<file path="config.mk">
export PLATFORM = sky130hd
export DESIGN_NAME = hostBusPort
export DESIGN_NICKNAME = d
export VERILOG_FILES = /design/src/rtl/hostBusPkg.sv /design/src/rtl/hostBusCtrl.sv /design/src/rtl/hostBusPath.sv /design/src/rtl/hostBusPort.sv
export SDC_FILE = /design/constraint.sdc
export NUM_CORES = 1
export LEC_CHECK = 0
export ABC_AREA = 1
export BUFFER_PORTS_ARGS = -buffer_cell sky130_fd_sc_hd__clkbuf_2
export CAP_MARGIN = 20
export CELL_PAD_IN_SITES_DETAIL_PLACEMENT = 0
export CELL_PAD_IN_SITES_GLOBAL_PLACEMENT = 1
export CORE_UTILIZATION = 26
export DETAILED_ROUTE_END_ITERATION = 7
export GPL_TIMING_DRIVEN = 0
export HOLD_SLACK_MARGIN = 0.03
export PLACE_DENSITY_LB_ADDON = 0.1
export SLEW_MARGIN = 0
export SYNTH_ARGS = -nofsm -noshare
export SYNTH_HDL_FRONTEND = slang
export SYNTH_SLANG_ARGS = --single-unit
</file>
<file path="constraint.sdc">
create_clock -name clk -period 1 [get_ports clk]
set_clock_uncertainty 0.05 [all_clocks]
set_input_delay 0.2 -clock clk [delete_from_list [all_inputs] [get_ports clk]]
set_output_delay 0.2 -clock clk [all_outputs]
set_load 0.01 [all_outputs]
</file>
<file path="src/rtl/hostBusPkg.sv">
package hostBusPkg;
  localparam int BUS_W = 8;

  typedef struct packed {
    logic driveBus;
    logic captureHi;
    logic writeInst;
    logic writeData;
    logic advance;
  } busStb_t;
endpackage

</file>
<file path="src/rtl/hostBusCtrl.sv">
module hostBusCtrl
  import hostBusPkg::*;
(
  input  logic    clk,
  input  logic    rstN,
  input  logic    strobe,
  input  logic    selReg,
  input  logic    rdNotWr,
  input  logic    narrowMode,
  output busStb_t stb,
  output logic    lowHalf
);
  logic enPrev;
  logic enFall;
  logic lastPart;

  always_ff @(posedge clk or negedge rstN) begin
    if (!rstN) begin
      enPrev  <= 1'b0;
      lowHalf <= 1'b0;
    end else begin
      enPrev <= strobe;
      if (!narrowMode)
        lowHalf <= 1'b0;
      else if (enFall)
        lowHalf <= ~lowHalf;
    end
  end

  assign enFall   = enPrev & ~strobe;
  assign lastPart = ~narrowMode | lowHalf;

  always_comb begin
    stb.driveBus  = strobe & rdNotWr;
    stb.captureHi = enFall & narrowMode & ~lowHalf & ~rdNotWr;
    stb.writeInst = enFall & lastPart & ~rdNotWr & ~selReg;
    stb.writeData = enFall & lastPart & ~rdNotWr & selReg;
    stb.advance   = enFall & lastPart & rdNotWr & selReg;
  end
endmodule

</file>
<file path="src/rtl/hostBusPath.sv">
module hostBusPath
  import hostBusPkg::*;
#(
  parameter int DATA_W = BUS_W
) (
  input  logic              clk,
  input  logic              rstN,
  input  busStb_t           stb,
  input  logic              lowHalf,
  input  logic              narrowMode,
  input  logic              selReg,
  input  logic [DATA_W-1:0] busIn,
  input  logic              busyFlag,
  input  logic [DATA_W-2:0] addrCnt,
  input  logic [DATA_W-1:0] rdData,
  output logic [DATA_W-1:0] busOut,
  output logic              busOe,
  output logic              instWrStb,
  output logic              dataWrStb,
  output logic [DATA_W-1:0] wrByte,
  output logic              advanceAddr
);
  localparam int HALF = DATA_W / 2;

  logic [HALF-1:0]   hiNib;
  logic [DATA_W-1:0] readVal;
  logic [DATA_W-1:0] joined;

  assign joined = narrowMode ? {hiNib, busIn[DATA_W-1:HALF]} : busIn;

  always_ff @(posedge clk or negedge rstN) begin
    if (!rstN) begin
      hiNib       <= '0;
      instWrStb   <= 1'b0;
      dataWrStb   <= 1'b0;
      advanceAddr <= 1'b0;
      wrByte      <= '0;
    end else begin
      instWrStb   <= stb.writeInst;
      dataWrStb   <= stb.writeData;
      advanceAddr <= stb.advance;
      if (stb.captureHi)
        hiNib <= busIn[DATA_W-1:HALF];
      if (stb.writeInst || stb.writeData)
        wrByte <= joined;
    end
  end

  assign readVal = selReg ? rdData : {busyFlag, addrCnt};
  assign busOe   = stb.driveBus;

  always_comb begin
    if (!stb.driveBus)
      busOut = '0;
    else if (!narrowMode)
      busOut = readVal;
    else if (!lowHalf)
      busOut = {readVal[DATA_W-1:HALF], {HALF{1'b0}}};
    else
      busOut = {readVal[HALF-1:0], {HALF{1'b0}}};
  end
endmodule

</file>
<file path="src/rtl/hostBusPort.sv">
module hostBusPort
  import hostBusPkg::*;
#(
  parameter int DATA_W = BUS_W
) (
  input  logic              clk,
  input  logic              rstN,
  input  logic              selReg,
  input  logic              rdNotWr,
  input  logic              strobe,
  input  logic [DATA_W-1:0] busIn,
  output logic [DATA_W-1:0] busOut,
  output logic              busOe,
  input  logic              narrowMode,
  input  logic              busyFlag,
  input  logic [DATA_W-2:0] addrCnt,
  input  logic [DATA_W-1:0] rdData,
  output logic              instWrStb,
  output logic              dataWrStb,
  output logic [DATA_W-1:0] wrByte,
  output logic              advanceAddr
);
  busStb_t stb;
  logic    lowHalf;

  hostBusCtrl u_ctrl (
    .clk(clk), .rstN(rstN), .strobe(strobe), .selReg(selReg),
    .rdNotWr(rdNotWr), .narrowMode(narrowMode), .stb(stb), .lowHalf(lowHalf)
  );

  hostBusPath #(.DATA_W(DATA_W)) u_path (
    .clk(clk), .rstN(rstN), .stb(stb), .lowHalf(lowHalf),
    .narrowMode(narrowMode), .selReg(selReg), .busIn(busIn),
    .busyFlag(busyFlag), .addrCnt(addrCnt), .rdData(rdData),
    .busOut(busOut), .busOe(busOe), .instWrStb(instWrStb),
    .dataWrStb(dataWrStb), .wrByte(wrByte), .advanceAddr(advanceAddr)
  );
endmodule

</file>
==> reports/results.tsv <==
metric	value	unit
synth_area	972	um^2
grt_max_degree	18	
worst_pin_slew	437	ps
port-buffer-count	48	
post_drt_wl_per_cell	11.3	um
rows	21	
antenna_found_initial	0	
synth_edf_count	0	
use_met3	3.62	%
holdWs	107	ps
top_usage_layer	met2	
fin_crit	1360	ps
finalNonFillerCells	267	
seq_area_frac_synth	43.8	%
cellPowerDensity	1230	nW/um^2
setup_viol	26	
clock_sinks	17	
worstPathRequired	750	ps
firstDrtPassIters	4	
gr-total-overflow	0	
finalHoldViolCount	0	
leakagePower	0.000983	uW
max_freq	733	MHz
core	3470	um^2
synth_nets	173	
grtUsageMet2	25.0	%
start_util	28.0	%
cts_tree	built	
dp.final_hpwl	2.06	mm
ir_worst_vdd	0.881	mV
hold_depth	2	
grt_pass1_wl	4.84	mm
use_met1	21.8	%
finalCritPeriodShare	136	%
final_layout_size_suffix_gt1_share	54.8	%
die_area	3990	um^2
grt_pass1_vias	1052	
utilization	50.7	%
cp_max_fo	5	
violations	setup timing	
yosysMostFrequentCell	nand2_1	
insertion_delay	250	ps
multi_input_area	671	um^2
synthCells	143	
drt-initial-drc-count	44	
crit_path_start_kind	flip-flop	
rsz0062_at_grt	yes	
cp-end-kind	primary output	
hold_start	selReg	
synth-seq-cells	17	
die_y	63.2	um
cts_root_buf	clkbuf_8	
yosysTopAreaCell	dfrtp_1	
antennaDiodeCount	0	
maxSlewHeadroom	70.9	%
synth_top_cell_area_share	43.8	%
maxCapViolations	0	
netlist_top_cells_area	dfrtp_1 (44%), nand2_1 (29%), nand3_1 (8.8%)	
drcViolationCount	0	
gp_congestion	0.754	
async_reset_ff_share	100	%
outcome	finished with violations	
timing.reg2reg.worst_path_depth	6	
wirelength	3.02	mm
final_nets	252	
die_x	63.2	um
area_delta_synth_final	80.8	%
fin_setup_tns	-4400	ps
final-seq-area	427	um^2
cp-startpoint	u_ctrl.lowHalf$_DFFE_PN0P_	
criticalPathCategory	reg2out	
synth_warnings	0	
grt_use_total	15.5	%
dp.cells	237	
worstPathArrival	1110	ps
vias_per_cell	4.36	
r2r_start	u_ctrl.lowHalf$_DFFE_PN0P_	
htree_levels	1	
fill_cells	367	
slew_violations	0	
ys.flop_type	dfrtp_1	
cts_made_buffers	3	
synth_area_per_cell	6.80	um^2
timing.final.ws_setup	-365	ps
synthDistinctLibCells	15	
fin_area	1760	um^2
clk_pin_slew_worst_paths	70	ps
post_dp_cell_area	1300	um^2
hold_path.class	in2reg	
io_pins	50	
dr_total_vias	1165	
ctsLongestPathBuffers	2	
ant_nets	0	
synth_common_cells	nand2_1 (76), dfrtp_1 (17), nand3_1 (17)	
## cells by family (layout without fill, tap and decap cells)
kind of cell | count (synthesis) | after routing | share of synthesized area [%]
and+or+nand+nor | 111 | 113 | 48.5
DFF | 17 | 17 | 43.8
buffers and inverters | 10 | 86 | 5.15
AOI/OAI and AO/OA | 5 | 5 | 2.57
## cells in the final DEF (no fill, tap or decap), types with 2 or more instances in the layout
cell      synthesis  final
nand2_1          76     64
clkbuf_2          0     39
buf_4             1     18
dfrtp_1          17     16
nand2_2           1     11
nand3_1          17      9
buf_6             1      7
nor2_1           13      7
nand3_2           0      7
buf_2             1      6
a21oi_2           0      5
nor2_2            1      4
nor2_4            1      4
nand2_4           1      3
inv_1             4      3
nand3_4           1      3
clkbuf_8          0      3
inv_4             0      2
inv_6             0      2
buf_8             0      2
## metrics by stage
stage	power [uW]	worst slack, ps
final	2160	-365
after detailed placement	1380	-284
after global routing	2310	-426
after CTS	2060	-366
after floorplan	1160	-2.87
after global placement	1370	-255
## flip-flops by register name (all words and copies together) (netlist names)
name	cells
u_ctrl.enPrev	1
u_ctrl.lowHalf	1
u_path.advanceAddr	1
u_path.dataWrStb	1
u_path.hiNib	4
u_path.instWrStb	1
u_path.wrByte	8
## area by class of cell
type	instances	area share (%)
multi-input combinational	118	38.1
timing repair buffer	71	26.0
sequential	17	24.3
tap	46	3.27
inverter	7	2.78
buffer	3	2.42
clock buffer	3	2.35
timing repair inverter	1	0.498
clock inverter	1	0.285
## worst max-delay path, cell delays in order (launching register included)
cell and delay (ps):
dfrtp_2 440, nand2_4 120, nand3_2 70, nand2_2 70, nor2_2 30, buf_2 130
## final timing paths
kind	endpoint	slack, ps
max	busOut[6]	-360
min	u_path.instWrStb$_DFF_PN0_	110
max reg2reg	u_path.hiNib[2]$_DFFE_PN0P_	-250
min reg2reg	u_path.hiNib[2]$_DFFE_PN0P_	440
max in group asynchronous	u_ctrl.lowHalf$_DFFE_PN0P_	200
min in group asynchronous	u_path.wrByte[4]$_DFFE_PN0P_	370
## where the power goes
part	internal, uW	total (uW)	leakage [uW]	switching (uW)
clock network	276	512	0.0000255	236
logic	395	785	0.000740	390
registers	799	862	0.000218	62.8
total	1470	2160	0.000983	689
## metal layers
layer	vias up	wire length, um
li1	607	-
met3	0	139
met2	27	1440
met1	531	1440
met4	0	0
met5	-	0
## repair_timing
item                       4_1_cts  5_1_grt
hold buffers                     1        0
gates resized for setup         21       42
setup endpoints to repair       30       36
cloned                           3        0
buffers inserted                18        4
pin swaps                        5       12
hold endpoints to repair        17        0
(Power assumes the default switching activity.)
